--- src/rtl/mem_handshake_pkg.sv ---
// Package: shared state width, state codes and the strobe bundle used by the
// handshake controller. The codes are chosen so that every in-sequence step is
// a +1 of the counter; only the idle exit needs a parallel load.
package mem_handshake_pkg;

    localparam int unsigned ST_W = 4;

    typedef logic [ST_W-1:0] st_t;

    localparam st_t ST_IDLE   = st_t'(0);
    localparam st_t ST_RD_EN  = st_t'(1);
    localparam st_t ST_RD_OE  = st_t'(2);
    localparam st_t ST_RD_ACK = st_t'(3);
    localparam st_t ST_WR_EN  = st_t'(4);
    localparam st_t ST_WR_WE  = st_t'(5);
    localparam st_t ST_WR_ACK = st_t'(6);

    typedef struct packed {
        logic ce;
        logic oe;
        logic we;
        logic rd_ready;
        logic wr_done;
    } strobe_t;

endpackage

--- src/rtl/mhc_state_counter.sv ---
// Module: mhc_state_counter
// Synchronous loadable up-counter used as the controller's state register.
// Assumes at most one of the control inputs matters per cycle; priority is
// reset, clear, load, then increment. With none asserted the value holds.
module mhc_state_counter #(
    parameter int unsigned W = 4
) (
    input  logic         clk,
    input  logic         rst_n,
    input  logic         clr,
    input  logic         ld,
    input  logic         inc,
    input  logic [W-1:0] ld_val,
    output logic [W-1:0] q
);

    // Counter register update with fixed control priority.
    always_ff @(posedge clk) begin
        if (!rst_n) begin
            q <= '0;
        end else if (clr) begin
            q <= '0;
        end else if (ld) begin
            q <= ld_val;
        end else if (inc) begin
            q <= q + W'(1);
        end
    end

endmodule

--- src/rtl/mhc_next_ctl.sv ---
// Module: mhc_next_ctl
// Next-state control: turns the current state code and the processor inputs
// into clear / load / increment commands for the state counter. Assumes the
// state codes from mem_handshake_pkg; any code outside them is cleared to idle.
module mhc_next_ctl
    import mem_handshake_pkg::*;
(
    input  st_t  state,
    input  logic req,
    input  logic rw,
    output logic clr,
    output logic ld,
    output logic inc,
    output st_t  ld_val
);

    // Command decode per state.
    always_comb begin
        clr    = 1'b0;
        ld     = 1'b0;
        inc    = 1'b0;
        ld_val = rw ? ST_RD_EN : ST_WR_EN;
        unique case (state)
            ST_IDLE: begin
                ld = req;
            end
            ST_RD_EN, ST_RD_OE, ST_WR_EN, ST_WR_WE: begin
                inc = 1'b1;
            end
            ST_RD_ACK, ST_WR_ACK: begin
                clr = ~req;
            end
            default: begin
                clr = 1'b1;
            end
        endcase
    end

endmodule

--- src/rtl/mhc_strobe_decode.sv ---
// Module: mhc_strobe_decode
// Moore output decode: maps a state code to the memory strobes and the two
// acknowledges. Purely combinational; assumes nothing about the inputs.
module mhc_strobe_decode
    import mem_handshake_pkg::*;
(
    input  st_t     state,
    output strobe_t strb
);

    // Per-state output table.
    always_comb begin
        strb = '0;
        unique case (state)
            ST_RD_EN:  begin strb.ce = 1'b1; end
            ST_RD_OE:  begin strb.ce = 1'b1; strb.oe = 1'b1; end
            ST_RD_ACK: begin strb.ce = 1'b1; strb.oe = 1'b1; strb.rd_ready = 1'b1; end
            ST_WR_EN:  begin strb.ce = 1'b1; end
            ST_WR_WE:  begin strb.ce = 1'b1; strb.we = 1'b1; end
            ST_WR_ACK: begin strb.ce = 1'b1; strb.wr_done = 1'b1; end
            default:   begin strb = '0; end
        endcase
    end

endmodule

--- src/rtl/mem_handshake_ctl.sv ---
// Module: mem_handshake_ctl (top)
// Four-phase processor/memory handshake controller. A counter holds the state;
// the next-state block drives only its clear, load and increment inputs; the
// outputs depend on the state alone. Assumes req/rw are synchronous to clk.
module mem_handshake_ctl
    import mem_handshake_pkg::*;
(
    input  logic clk,
    input  logic rst_n,
    input  logic req,
    input  logic rw,
    output logic mem_ce,
    output logic mem_oe,
    output logic mem_we,
    output logic rd_ready,
    output logic wr_done
);

    st_t     state_q;
    st_t     ld_val;
    logic    clr;
    logic    ld;
    logic    inc;
    strobe_t strb;

    mhc_state_counter #(
        .W (ST_W)
    ) u_cnt (
        .clk    (clk),
        .rst_n  (rst_n),
        .clr    (clr),
        .ld     (ld),
        .inc    (inc),
        .ld_val (ld_val),
        .q      (state_q)
    );

    mhc_next_ctl u_next (
        .state  (state_q),
        .req    (req),
        .rw     (rw),
        .clr    (clr),
        .ld     (ld),
        .inc    (inc),
        .ld_val (ld_val)
    );

    mhc_strobe_decode u_dec (
        .state (state_q),
        .strb  (strb)
    );

    // Drive the ports from the decoded bundle.
    always_comb begin
        mem_ce   = strb.ce;
        mem_oe   = strb.oe;
        mem_we   = strb.we;
        rd_ready = strb.rd_ready;
        wr_done  = strb.wr_done;
    end

endmodule

--- config.mk ---
export PLATFORM = sky130hd
export DESIGN_NAME = mem_handshake_ctl
export DESIGN_NICKNAME = d
export VERILOG_FILES = /design/src/rtl/mem_handshake_pkg.sv /design/src/rtl/mhc_state_counter.sv /design/src/rtl/mhc_next_ctl.sv /design/src/rtl/mhc_strobe_decode.sv /design/src/rtl/mem_handshake_ctl.sv
export SDC_FILE = /design/constraint.sdc
export NUM_CORES = 1
export LEC_CHECK = 0
export BUFFER_PORTS_ARGS = -buffer_cell sky130_fd_sc_hd__buf_2
export CORE_AREA = 2 2 39 41
export CTS_BUF_LIST = sky130_fd_sc_hd__clkbuf_8
export CTS_CLUSTER_SIZE = 30
export DETAILED_ROUTE_END_ITERATION = 8
export DIE_AREA = 0 0 41 43
export GPL_TIMING_DRIVEN = 0
export PLACE_DENSITY_LB_ADDON = 0.1
export SETUP_SLACK_MARGIN = 0.5
export SLEW_MARGIN = 20
export SYNTH_ARGS = -nofsm -noshare
export SYNTH_HDL_FRONTEND = slang
export SYNTH_SLANG_ARGS = --single-unit
--- constraint.sdc ---
create_clock -name clk -period 1.55 [get_ports clk]
set_input_delay 0.31 -clock clk [delete_from_list [all_inputs] [get_ports clk]]
set_output_delay 0.31 -clock clk [all_outputs]
set_load 0.01 [all_outputs]
# After elaboration in Yosys (flattened, before gate mapping)
# Index checks and enable logic that the tools add are counted.
# op_classes
add_sub_neg	1
n_eq_ne	6
n_reduce_logical	8
bitwise	2
magnitude_cmp	0
muxes	11
multipliers	0
div_mod_pow	0
shift	0
# ops
operator	n
$eq A4 B3 Y1 const B	3
$eq A4 B2 Y1 const B	2
$mux W4	2
$mux W1	7
$reduce_or A2 Y1	3
$reduce_or A6 Y1	1
$reduce_or A5 Y1	1
$add A4 B1 Y4 const B	1
$eq A4 B1 Y1 const B	1
$logic_not A4 Y1	1
$reduce_or A4 Y1	1
$mux W3	1
$not A1 Y1	2
$pmux W1 S2	1
$reduce_bool A2 Y1	1
# word_totals
reg_bits	4
n_memories	0
mem_bits_ro	0
latch_bits	0
mem_bits_rw	0
elab_cells	29

# Logic depth before layout (Yosys ltp)
# logic_depth
depth_word	5
depth_mapped	6
depth_no_buf	6

# Hierarchy
# From an unflattened synthesis, not the netlist that was laid out.
# hier_totals
cells_unflattened	43
hier_area_um2	340.3
# by_module_without_submodules
mod	seq_area_each_um2	cells_per_inst	area_per_inst_um2	instances
mhc_state_counter	80.1	23	198.9	1
mhc_next_ctl	0.0	13	81.3	1
mhc_strobe_decode	0.0	7	60.1	1

# Least setup slack after synthesis
# No wires, ideal clock.
# synth_timing
kind	register to register
start	register u_cnt.q[0]
end	register u_cnt.q[2]
setup_slack_ns	0.186
arrival_ns	1.244
required_ns	1.431
period_less_slack_ns	1.364
path_stages_with_launch	7
cell_sequence	dfxtp_1 > inv_1 > ha_1 > nand2_1 > mux2_2 > nand3b_1 > a21oi_1
# synth_via
elab_chain_len	4
elab_cells_between_ends	18
cone_classes	add/sub: 1; eq/ne: 6; mux: 5; reduce/logical: 6
# synth_lines
item	line_no	rtl
from (decl)	mhc_state_counter.sv:14	output logic [W-1:0] q
from (signal assigned)	mhc_state_counter.sv:24	q <= ld_val;
from (signal assigned)	mhc_state_counter.sv:26	q <= q + W'(1);
$eq A4 B1 Y1, or another cell as far along	mhc_next_ctl.sv:23	unique case (state)
$reduce_or A5 Y1 (no line), or another cell as far along	--	
$pmux W1 S2 or $mux W1 (tied branches)	mhc_next_ctl.sv:23	
$reduce_or A2 Y1 (no line) or $reduce_bool A2 Y1 (tied branches)	--	
# Parallel ways exist; a longest one is shown, timed or not. The select of a mux whose other input is x is not followed.
# A chain may end at the register's enable or synchronous reset.

# Final worst setup path
# layout_timing
start	register u_cnt.q[0]
end	output mem_ce
# layout_via
elab_chain_len	3
elab_cells_between_ends	8
cone_classes	eq/ne: 6; mux: 1; reduce/logical: 1
# layout_lines
item	line_no	rtl
$eq A4 B1 Y1, or another cell as far along	mhc_strobe_decode.sv:14	unique case (state)
$reduce_or A6 Y1 (no line) *	--	
$mux W1 *	mhc_strobe_decode.sv:14	
to (decl)	mem_handshake_ctl.sv:12	output logic mem_ce,
# Every way passes the cells marked *; elsewhere a longest branch is shown, timed or not.

==> impl_metrics.toml <==
[die]
rows = 14
ios = 9
start_util_pct = 27.6
die_w_um = 41
fp.dieH_um = 43
core_area_um2 = 1380
die_area_um2 = 1760

[setup_path]
r2r-start = "u_cnt.q[0]"
worst_setup_path_start_kind = "flop"
r2r_end = "u_cnt.q[1]"
rrSetupSlack_ns = 0.15
path_max_fanout = 5
cp_data_required_time_ns = 1.24
reg2reg_depth = 7
startpoint = "u_cnt.q[0]"
critPathArrivalTime_ns = 1.18
crit_end = "mem_ce"
end_kind = "output pin"
worst-setup-path-type = "flop to output pin"

[timing]
finalSetupViolations = 0
final.period_utilization_pct = 96.4
hold_viol = 0
fin_crit_ns = 1.49
slew_viol_final = 0
setup_slack_ns = 0.0555
tightest_slew_ns = 0.252
slew_headroom_pct = 83.2
fin_worst_skew_ns = 0.00353
rsz0062_at_grt = "yes"
fmax_ghz = 0.669
hold_ws_ns = 0.422

[clocking]
clock-sinks = 4
hold_buffers = 0
cts_tree = "done"
cts_buffer_depth = 2
numCtsBuffers = 3
h-tree-depth = 1
insertion_delay_ns = 0.21
cts.reportedPaths.clkPinSlew_ns = 0.03
cts_root_buf = "clkbuf_8"

[yosys]
ys_async_sr_fraction_pct = 0
synthTopCellsByArea = "dfxtp_1 21%, ha_1 13%, nor2_1 6.9%, a31oi_4 5.6%, mux2i_1 5.2%"
synth_warnings = 0
synth_edf_count = 0
synth_ff_type = "dfxtp_1"
synth_commonest_cells = "7 x nor2_1, 4 x dfxtp_1, 4 x ha_1"
yosys.area.top_type_share_pct = 21.0
syn_area_um2 = 382
ys_seq_elements = 4
avgSynthCellArea_um2 = 8.12
syn_nets = 55
synth.most_common_cell = "nor2_1"
syn_inst = 47
ys_types = 22
yosys.area.top_type = "dfxtp_1"
ys_seq_area_share_pct = 21.0

[job]
maxCapViolations = 0

[global_route]
grt_max_degree = 11
grt_pass1_wl_mm = 1.47
gr-usage-all-layers_pct = 12.2
overflow = 0
antenna_found_initial = 0
first_global_vias = 366

[layout]
layout.nets = 74
regMostFlops = "u_cnt.q"
largest_reg_flops = 4
reg_top3 = "u_cnt.q: 4 flops"
stdcell_area_um2 = 694
antenna_cells = 0
layout-drive-gt1-share_pct = 72.3
area_growth_pct = 82.0

[detailed_routing]
drtIter0Drc = 2
vias = 397
wl_per_cell_um = 11.0
drc = 0
wl_um = 895
viasPerCell = 4.90
firstDrtPassIters = 4
ant_nets = 0

[power_and_ir_drop]
powerDensity_nw_per_um2 = 1710
p_leak_nw = 0.272
p_total_w = 0.00119
ir_drop_v = 0.000817

[placed_design]
gp_congestion = 0.658
hpwl_um = 659
numPortBuffers = 8
placed_cell_area_um2 = 527
pre_cts_slack_ns = 0.141

[status]
outcome = "completed"

[hold_path]
hp-class = "primary input to flop"
==> worst max-delay path, stage by stage, from the launching register on <==
cell and delay (ns):
dfxtp_4 0.39, inv_4 0.06, ha_4 0.16, mux2i_2 0.15, a21oi_2 0.06, buf_2 0.14
==> metal layers <==
| metal | wire length (µm) | GRT usage [%] | up-vias |
|---|---|---|---|
| li1 | - | - | 207 |
| met1 | 422 | 15.4 | 182 |
| met2 | 420 | 18.4 | 8 |
| met3 | 52 | 4.71 | 0 |
| met4 | 0 | 4.00 | 0 |
| met5 | 0 | 0 | - |
==> layout by cell type (no fill, tap or decap), drive strengths merged <==
cell	count
a211oi	1
a21oi	3
a31oi	1
and3b	1
buf	16
clkbuf	3
dfxtp	4
ha	4
inv	4
mux2	1
mux2i	2
nand2	1
nand2b	2
nand3	1
nand3b	1
nand4b	1
nor2	7
nor2b	1
nor3	3
nor3b	2
o21ai	5
o31a	1
==> where the power goes <==
group | internal (W) | switching [W] | total, W
combinational | 0.000388 | 0.000375 | 0.000763
clock | 0.000169 | 0.0000505 | 0.000219
sequential | 0.000143 | 0.0000626 | 0.000206
total | 0.000700 | 0.000488 | 0.00119
==> timing repair <==
action	CTS	global route
buffers inserted	5	1
endpoints found under the setup margin	9	9
pin swaps	10	2
resized for setup	15	3
==> layout make-up <==
type	count	area, µm²
repair buffers	14	98.8
clock inverters	1	3.75
inverters	3	18.8
plain buffers	2	16.3
clock buffers	3	41.3
flip-flops and latches	4	88.8
multi-input cells	38	407
well taps	16	20.0
fillers	136	689
==> cell families after synthesis <==
logic type / count (synthesis) / synth area share (%)
and+or+nand+nor: 20 / 30.5
AOI/OAI and AO/OA: 11 / 21.6
buffers and inverters: 5 / 5.57
adders and majority gates: 4 / 13.1
DFF: 4 / 21.0
muxes: 3 / 8.20
==> stage by stage <==
stage | utilization [%] | TNS, ns | std cells
floorplan | - | 0 | 47
global placement | 38.1 | 0 | 71
detailed placement | 38.1 | 0 | 71
CTS | 49.0 | 0 | 80
global route | 50.2 | -0.0000655 | 81
finish | 50.2 | 0 | 81
==> worst min-delay path by stage <==
| stage | start | endpoint | slack (ns) | cells past startpoint |
|---|---|---|---|---|
| final | rst_n | u_cnt.q[0] | 0.42 | 3 |
| after global routing | rst_n | u_cnt.q[0] | 0.44 | 3 |
| after CTS | rst_n | u_cnt.q[0] | 0.42 | 3 |
| after detailed placement | u_cnt.q[0] | u_cnt.q[3] | 0.54 | 2 |
| after global placement | u_cnt.q[0] | u_cnt.q[3] | 0.54 | 2 |
| after floorplan | rst_n | u_cnt.q[0] | 0.49 | 2 |
Power figures use the tool's default switching activity.
